<file path="src/rtl/fwd_pkg.sv">
// Shared types for the forwarding and load-use stall unit.
package fwd_pkg;
    // Operand source codes reported on ex_src_sel.
    typedef enum logic [1:0] {
        SRC_REGFILE  = 2'd0,
        SRC_MEMSTAGE = 2'd1,
        SRC_WBSTAGE  = 2'd2
    } src_sel_e;
endpackage

</file>
<file path="src/rtl/fwd_select.sv">
// Source selection for one ALU operand.
// Compares one source address against the memory- and writeback-stage
// destinations. A producer counts only with write enable set and a nonzero
// destination. The memory stage wins over writeback. Purely combinational.
module fwd_select
    import fwd_pkg::*;
#(
    parameter int AW = 5
) (
    input  logic [AW-1:0] rs_addr,
    input  logic [AW-1:0] mem_rd_addr,
    input  logic          mem_wr_en,
    input  logic [AW-1:0] wb_rd_addr,
    input  logic          wb_wr_en,
    output src_sel_e      sel,
    output logic          mem_hit
);
    logic wb_hit;

    // Qualify each producer and compare it against the source address.
    always_comb begin
        mem_hit = mem_wr_en && (mem_rd_addr != '0) && (mem_rd_addr == rs_addr);
        wb_hit  = wb_wr_en  && (wb_rd_addr  != '0) && (wb_rd_addr  == rs_addr);
    end

    // Priority: memory stage, then writeback, then the register file.
    always_comb begin
        if (mem_hit)     sel = SRC_MEMSTAGE;
        else if (wb_hit) sel = SRC_WBSTAGE;
        else             sel = SRC_REGFILE;
    end
endmodule

</file>
<file path="src/rtl/operand_mux.sv">
// Three-way operand multiplexer driven by a source code.
// Assumes the code is one of the three defined values.
module operand_mux
    import fwd_pkg::*;
#(
    parameter int XLEN = 32
) (
    input  src_sel_e         sel,
    input  logic [XLEN-1:0]  rf_val,
    input  logic [XLEN-1:0]  mem_val,
    input  logic [XLEN-1:0]  wb_val,
    output logic [XLEN-1:0]  y
);
    // Route the chosen source to the operand output.
    always_comb begin
        case (sel)
            SRC_MEMSTAGE: y = mem_val;
            SRC_WBSTAGE:  y = wb_val;
            default:      y = rf_val;
        endcase
    end
endmodule

</file>
<file path="src/rtl/load_use_detect.sv">
// Load-use hazard detector with a one-cycle guard.
// Raises the stall when the memory-stage instruction is a load that feeds
// any execute operand. A registered flag blocks a second consecutive stall,
// because the bubble normally clears the hazard. Assumes mem_hit already
// includes write enable and a nonzero destination.
module load_use_detect #(
    parameter int NUM_SRC = 2
) (
    input  logic               clk,
    input  logic               rst_n,
    input  logic [NUM_SRC-1:0] mem_hit,
    input  logic               mem_is_load,
    output logic               stall
);
    logic stalled_q;
    logic hazard;

    // Combine the per-operand matches with the load flag, gated by the guard.
    always_comb begin
        hazard = mem_is_load && (|mem_hit);
        stall  = rst_n && hazard && !stalled_q;
    end

    // Remember whether the previous cycle stalled.
    always_ff @(posedge clk) begin
        if (!rst_n) stalled_q <= 1'b0;
        else        stalled_q <= stall;
    end


    single_stall_chk: assert property (@(posedge clk) disable iff (!rst_n)
        stall |=> !stall);
endmodule

</file>
<file path="src/rtl/fwd_stall_unit.sv">
// Execute-stage forwarding and load-use stall unit (top).
// For each ALU operand it picks the register-file value, the memory-stage
// ALU result or the writeback result. A matching load in the memory stage
// instead raises hold (front barriers) and bubble (memory barrier).
// Assumes the surrounding pipeline honours hold and bubble in the same cycle.
module fwd_stall_unit
    import fwd_pkg::*;
#(
    parameter int XLEN    = 32,
    parameter int NREGS   = 32,
    parameter int NUM_SRC = 2
) (
    input  logic                          clk,
    input  logic                          rst_n,
    input  logic [NUM_SRC-1:0][$clog2(NREGS)-1:0] ex_rs_addr,
    input  logic [NUM_SRC-1:0][XLEN-1:0]  ex_rf_data,
    input  logic [$clog2(NREGS)-1:0]      mem_rd_addr,
    input  logic                          mem_wr_en,
    input  logic                          mem_is_load,
    input  logic [XLEN-1:0]               mem_alu_result,
    input  logic [$clog2(NREGS)-1:0]      wb_rd_addr,
    input  logic                          wb_wr_en,
    input  logic [XLEN-1:0]               wb_result,
    output logic [NUM_SRC-1:0][XLEN-1:0]  ex_operand,
    output logic [NUM_SRC-1:0][1:0]       ex_src_sel,
    output logic                          stall_hold,
    output logic                          mem_bubble
);
    localparam int AW = $clog2(NREGS);

    src_sel_e           sel_w [NUM_SRC];
    logic [NUM_SRC-1:0] mem_hit_w;
    logic               stall_w;

    // One selector and one mux per ALU operand.
    for (genvar i = 0; i < NUM_SRC; i++) begin : g_opnd
        fwd_select #(.AW(AW)) u_sel (
            .rs_addr     (ex_rs_addr[i]),
            .mem_rd_addr (mem_rd_addr),
            .mem_wr_en   (mem_wr_en),
            .wb_rd_addr  (wb_rd_addr),
            .wb_wr_en    (wb_wr_en),
            .sel         (sel_w[i]),
            .mem_hit     (mem_hit_w[i])
        );

        operand_mux #(.XLEN(XLEN)) u_mux (
            .sel     (sel_w[i]),
            .rf_val  (ex_rf_data[i]),
            .mem_val (mem_alu_result),
            .wb_val  (wb_result),
            .y       (ex_operand[i])
        );

        assign ex_src_sel[i] = sel_w[i];


        mem_fwd_value_chk: assert property (@(posedge clk) disable iff (!rst_n)
            (ex_src_sel[i] == 2'd1) |-> (ex_operand[i] == mem_alu_result));


        wb_fwd_value_chk: assert property (@(posedge clk) disable iff (!rst_n)
            (ex_src_sel[i] == 2'd2) |-> (wb_wr_en && wb_rd_addr == ex_rs_addr[i]
                && wb_rd_addr != '0 && ex_operand[i] == wb_result));


        zero_reg_chk: assert property (@(posedge clk) disable iff (!rst_n)
            (ex_rs_addr[i] == '0) |-> (ex_src_sel[i] == 2'd0
                && ex_operand[i] == ex_rf_data[i]));
    end

    load_use_detect #(.NUM_SRC(NUM_SRC)) u_hzd (
        .clk         (clk),
        .rst_n       (rst_n),
        .mem_hit     (mem_hit_w),
        .mem_is_load (mem_is_load),
        .stall       (stall_w)
    );

    // Hold and bubble are raised together by one stall decision.
    assign stall_hold = stall_w;
    assign mem_bubble = stall_w;


    stall_cause_chk: assert property (@(posedge clk) disable iff (!rst_n)
        stall_hold |-> (mem_is_load && mem_wr_en && mem_rd_addr != '0));
endmodule

</file>
<file path="config.mk">
export PLATFORM = sky130hd
export DESIGN_NAME = fwd_stall_unit
export DESIGN_NICKNAME = d
export VERILOG_FILES = /design/src/rtl/fwd_pkg.sv /design/src/rtl/fwd_select.sv /design/src/rtl/operand_mux.sv /design/src/rtl/load_use_detect.sv /design/src/rtl/fwd_stall_unit.sv
export SDC_FILE = /design/constraint.sdc
export NUM_CORES = 1
export LEC_CHECK = 0
export BUFFER_PORTS_ARGS = -buffer_cell sky130_fd_sc_hd__buf_2
export CAP_MARGIN = 20
export CELL_PAD_IN_SITES_DETAIL_PLACEMENT = 1
export CELL_PAD_IN_SITES_GLOBAL_PLACEMENT = 2
export CORE_ASPECT_RATIO = 0.5
export CORE_MARGIN = 2
export CORE_UTILIZATION = 18
export CTS_CLUSTER_DIAMETER = 40
export DETAILED_ROUTE_END_ITERATION = 6
export PLACE_DENSITY_LB_ADDON = 0.1
export SLEW_MARGIN = 20
export SYNTH_ARGS = -nofsm -noshare
export SYNTH_HDL_FRONTEND = slang
export SYNTH_SLANG_ARGS = --single-unit
</file>
<file path="constraint.sdc">
create_clock -name clk -period 4.7 [get_ports clk]
set_input_delay 0.47 -clock clk [delete_from_list [all_inputs] [get_ports clk]]
set_output_delay 0.47 -clock clk [all_outputs]
set_load 0.01 [all_outputs]
</file>
==> results.py <==
metrics = {
    "sta": {
        "max_freq_ghz": 0.292,
        "rsz0062_at_grt": "no",
        "maxSlewHeadroom_pct": 23.5,
        "tns_ns": 0,
        "setup_viol": 0,
        "fin_crit_sh_pct": 72.9,
        "finalHoldWorstSlack_ns": 0.420,
        "min_period_ns": 3.43,
        "clock_skew_ns": 0,
        "tightest_slew_ns": 1.15,
        "report.final.slew_viol_count": 0,
        "finalHoldViolations": 0,
    },
    "route": {
        "num_vias": 4444,
        "first_pass_iters": 4,
        "drt_iter0_markers": 202,
        "ant_nets": 0,
        "wire_per_inst_um": 20.9,
        "wirelength_mm": 17.4,
        "drcViolationCount": 0,
        "vias_per_cell": 5.32,
    },
    "worst_setup_path": {
        "critPathLaunchType": "input pin",
        "critPathMaxFanout": 35,
        "cp-end-kind": "output pin",
        "worstPathRequired_ns": 4.23,
        "path_class": "in -> out",
        "worstPathArrival_ns": 2.96,
    },
    "placement": {
        "portBuffers": 222,
        "hpwl_mm": 12.3,
        "dp_cells": 835,
        "gp_congestion": 0.754,
    },
    "power_and_ir_drop": {
        "max-vdd-ir-drop_uv": 48.6,
        "p_leak_nw": 1.46,
        "power.density_mw_per_mm2": 115,
    },
    "cts": {
        "clkTransAtPathRegs_ns": 0,
        "cts_resized": 0,
        "ctsHoldBuffers": 0,
        "cts_setup_buffers": 0,
        "clk_latency_ns": 0,
    },
    "cells_and_area": {
        "final_common_cell": "buf_2",
        "multi_input_area_mm2": 0.00245,
        "largest_reg_flops": 1,
        "n_antenna_cell": 0,
        "fillers": 1937,
        "largestRegisters": "u_hzd.stalled_q x1",
        "regMostFlops": "u_hzd.stalled_q",
        "fin_nets": 792,
        "final_cells": 835,
        "syn2layout_area_growth_pct": 50.7,
        "final_util_pct": 27.6,
        "layout-drive-gt1-share_pct": 40.8,
        "final_cell_mix": "222 x buf_2, 97 x nand2_1, 65 x nor4_1",
        "regArea_um2": 20.0,
    },
    "yosys": {
        "yosys_warnings": 0,
        "synth.area.top_cells": "o31ai_1 18%, nor4_1 15%, a31oi_1 15%, nand2_1 14%, nor3_1 12%",
        "synth_area_per_cell_um2": 5.64,
        "syn_nets": 622,
        "synth-seq-area-share_pct": 0.757,
        "synth-seq-cells": 1,
        "netlist-cell-type-count": 22,
        "synthCells": 469,
        "synth_area_leader_cell": "o31ai_1",
        "synth_area_mm2": 0.00265,
        "synth_top_area_share_pct": 18.2,
    },
    "grt": {
        "grt_pass1_vias": 4712,
        "grtUsageTotal_pct": 21.0,
        "overflow": 0,
        "grt_max_degree": 52,
        "antenna_found_initial": 3,
        "grt_first_pass_wirelength_mm": 26.8,
    },
    "floorplanning": {
        "dieArea_mm2": 0.0157,
        "die_w_um": 175,
        "start_util_pct": 18.3,
        "coreArea_mm2": 0.0144,
        "rows": 31,
        "ios": 223,
        "fp.dieH_um": 89.7,
    },
    "worst_hold_path": {
        "hold_path.class": "reg -> reg",
    },
    "flow_run": {
        "maxCapViolations": 0,
    },
    "status": {
        "outcome": "finished clean",
    },
}
-- area by class of cell --
class	instances	share of cell area (%)
Multi-Input combinational cell	392	61.6
Timing Repair Buffer	241	31.4
Tap cell	198	6.21
Sequential cell	1	0.502
Inverter	3	0.282
-- per-stage QoR --
| step | setup WS, ns | total power, W | cell area, um2 |
|---|---|---|---|
| final | 1.27 | 0.000457 | 3990 |
| after global placement | 1.31 | 0.000457 | 3990 |
| after global routing | 1.10 | 0.000496 | 3990 |
| after CTS | 1.26 | 0.000459 | 3990 |
| after floorplan | 2.38 | 0.000243 | 2650 |
| after detailed placement | 1.27 | 0.000458 | 3990 |
-- layer usage --
| layer | GRT usage [%] | wire length [um] | part of all wire (%) |
|---|---|---|---|
| met2 | 36.0 | 7880 | 45 |
| met1 | 29.6 | 8150 | 47 |
| met5 | 0 | 37 | 0.21 |
| met3 | 2.71 | 1350 | 7.7 |
| met4 | 0.620 | 33 | 0.19 |
-- worst max-delay path, stage by stage --
cell and delay, ns:
buf_2 0.13, or4_4 0.57, o211ai_4 0.16, buf_4 0.40, or2_2 0.71, inv_2 0.08
nor4_2 0.26, buf_2 0.17
-- power by group --
part	internal, W	leakage, nW	switching (W)	total [W]
Clock	0	0	0	0
Combinational	0.000150	1.45	0.000298	0.000448
Sequential	0.00000875	0.00806	0.0000000478	0.00000880
-- synthesized netlist by cell type --
cell	count
nand2_1	97
nor4_1	65
a31oi_1	64
nor3_1	64
o31ai_1	64
clkbuf_1	47
buf_2	22
xnor2_1	10
xor2_1	10
a211oi_1	4
buf_4	4
inv_1	2
nand4_1	2
nor4_2	2
o211ai_2	2
or2_1	2
or2_2	2
or3_1	2
a21bo_2	1
dfxtp_1	1
inv_2	1
or4_4	1
-- cell families after synthesis --
group | Yosys count | synth area share [%]
DFF | 1 | 0.757
buffers and inverters | 76 | 12.4
and+or+nand+nor | 237 | 44.5
xor gates and xnor gates | 20 | 6.62
AOI/OAI and AO/OA | 135 | 35.7
-- worst paths after layout --
kind / slack (ns) / from / cells after the start / to
worst min-delay path: 0.42 / u_hzd.stalled_q / 1 / u_hzd.stalled_q
worst max register to register: 4.15 / u_hzd.stalled_q / 1 / u_hzd.stalled_q
worst max-delay path: 1.27 / mem_rd_addr[3] / 8 / ex_src_sel[1]
worst min register to register: 0.42 / u_hzd.stalled_q / 1 / u_hzd.stalled_q
No activity file was read; power rests on OpenSTA's default activity.
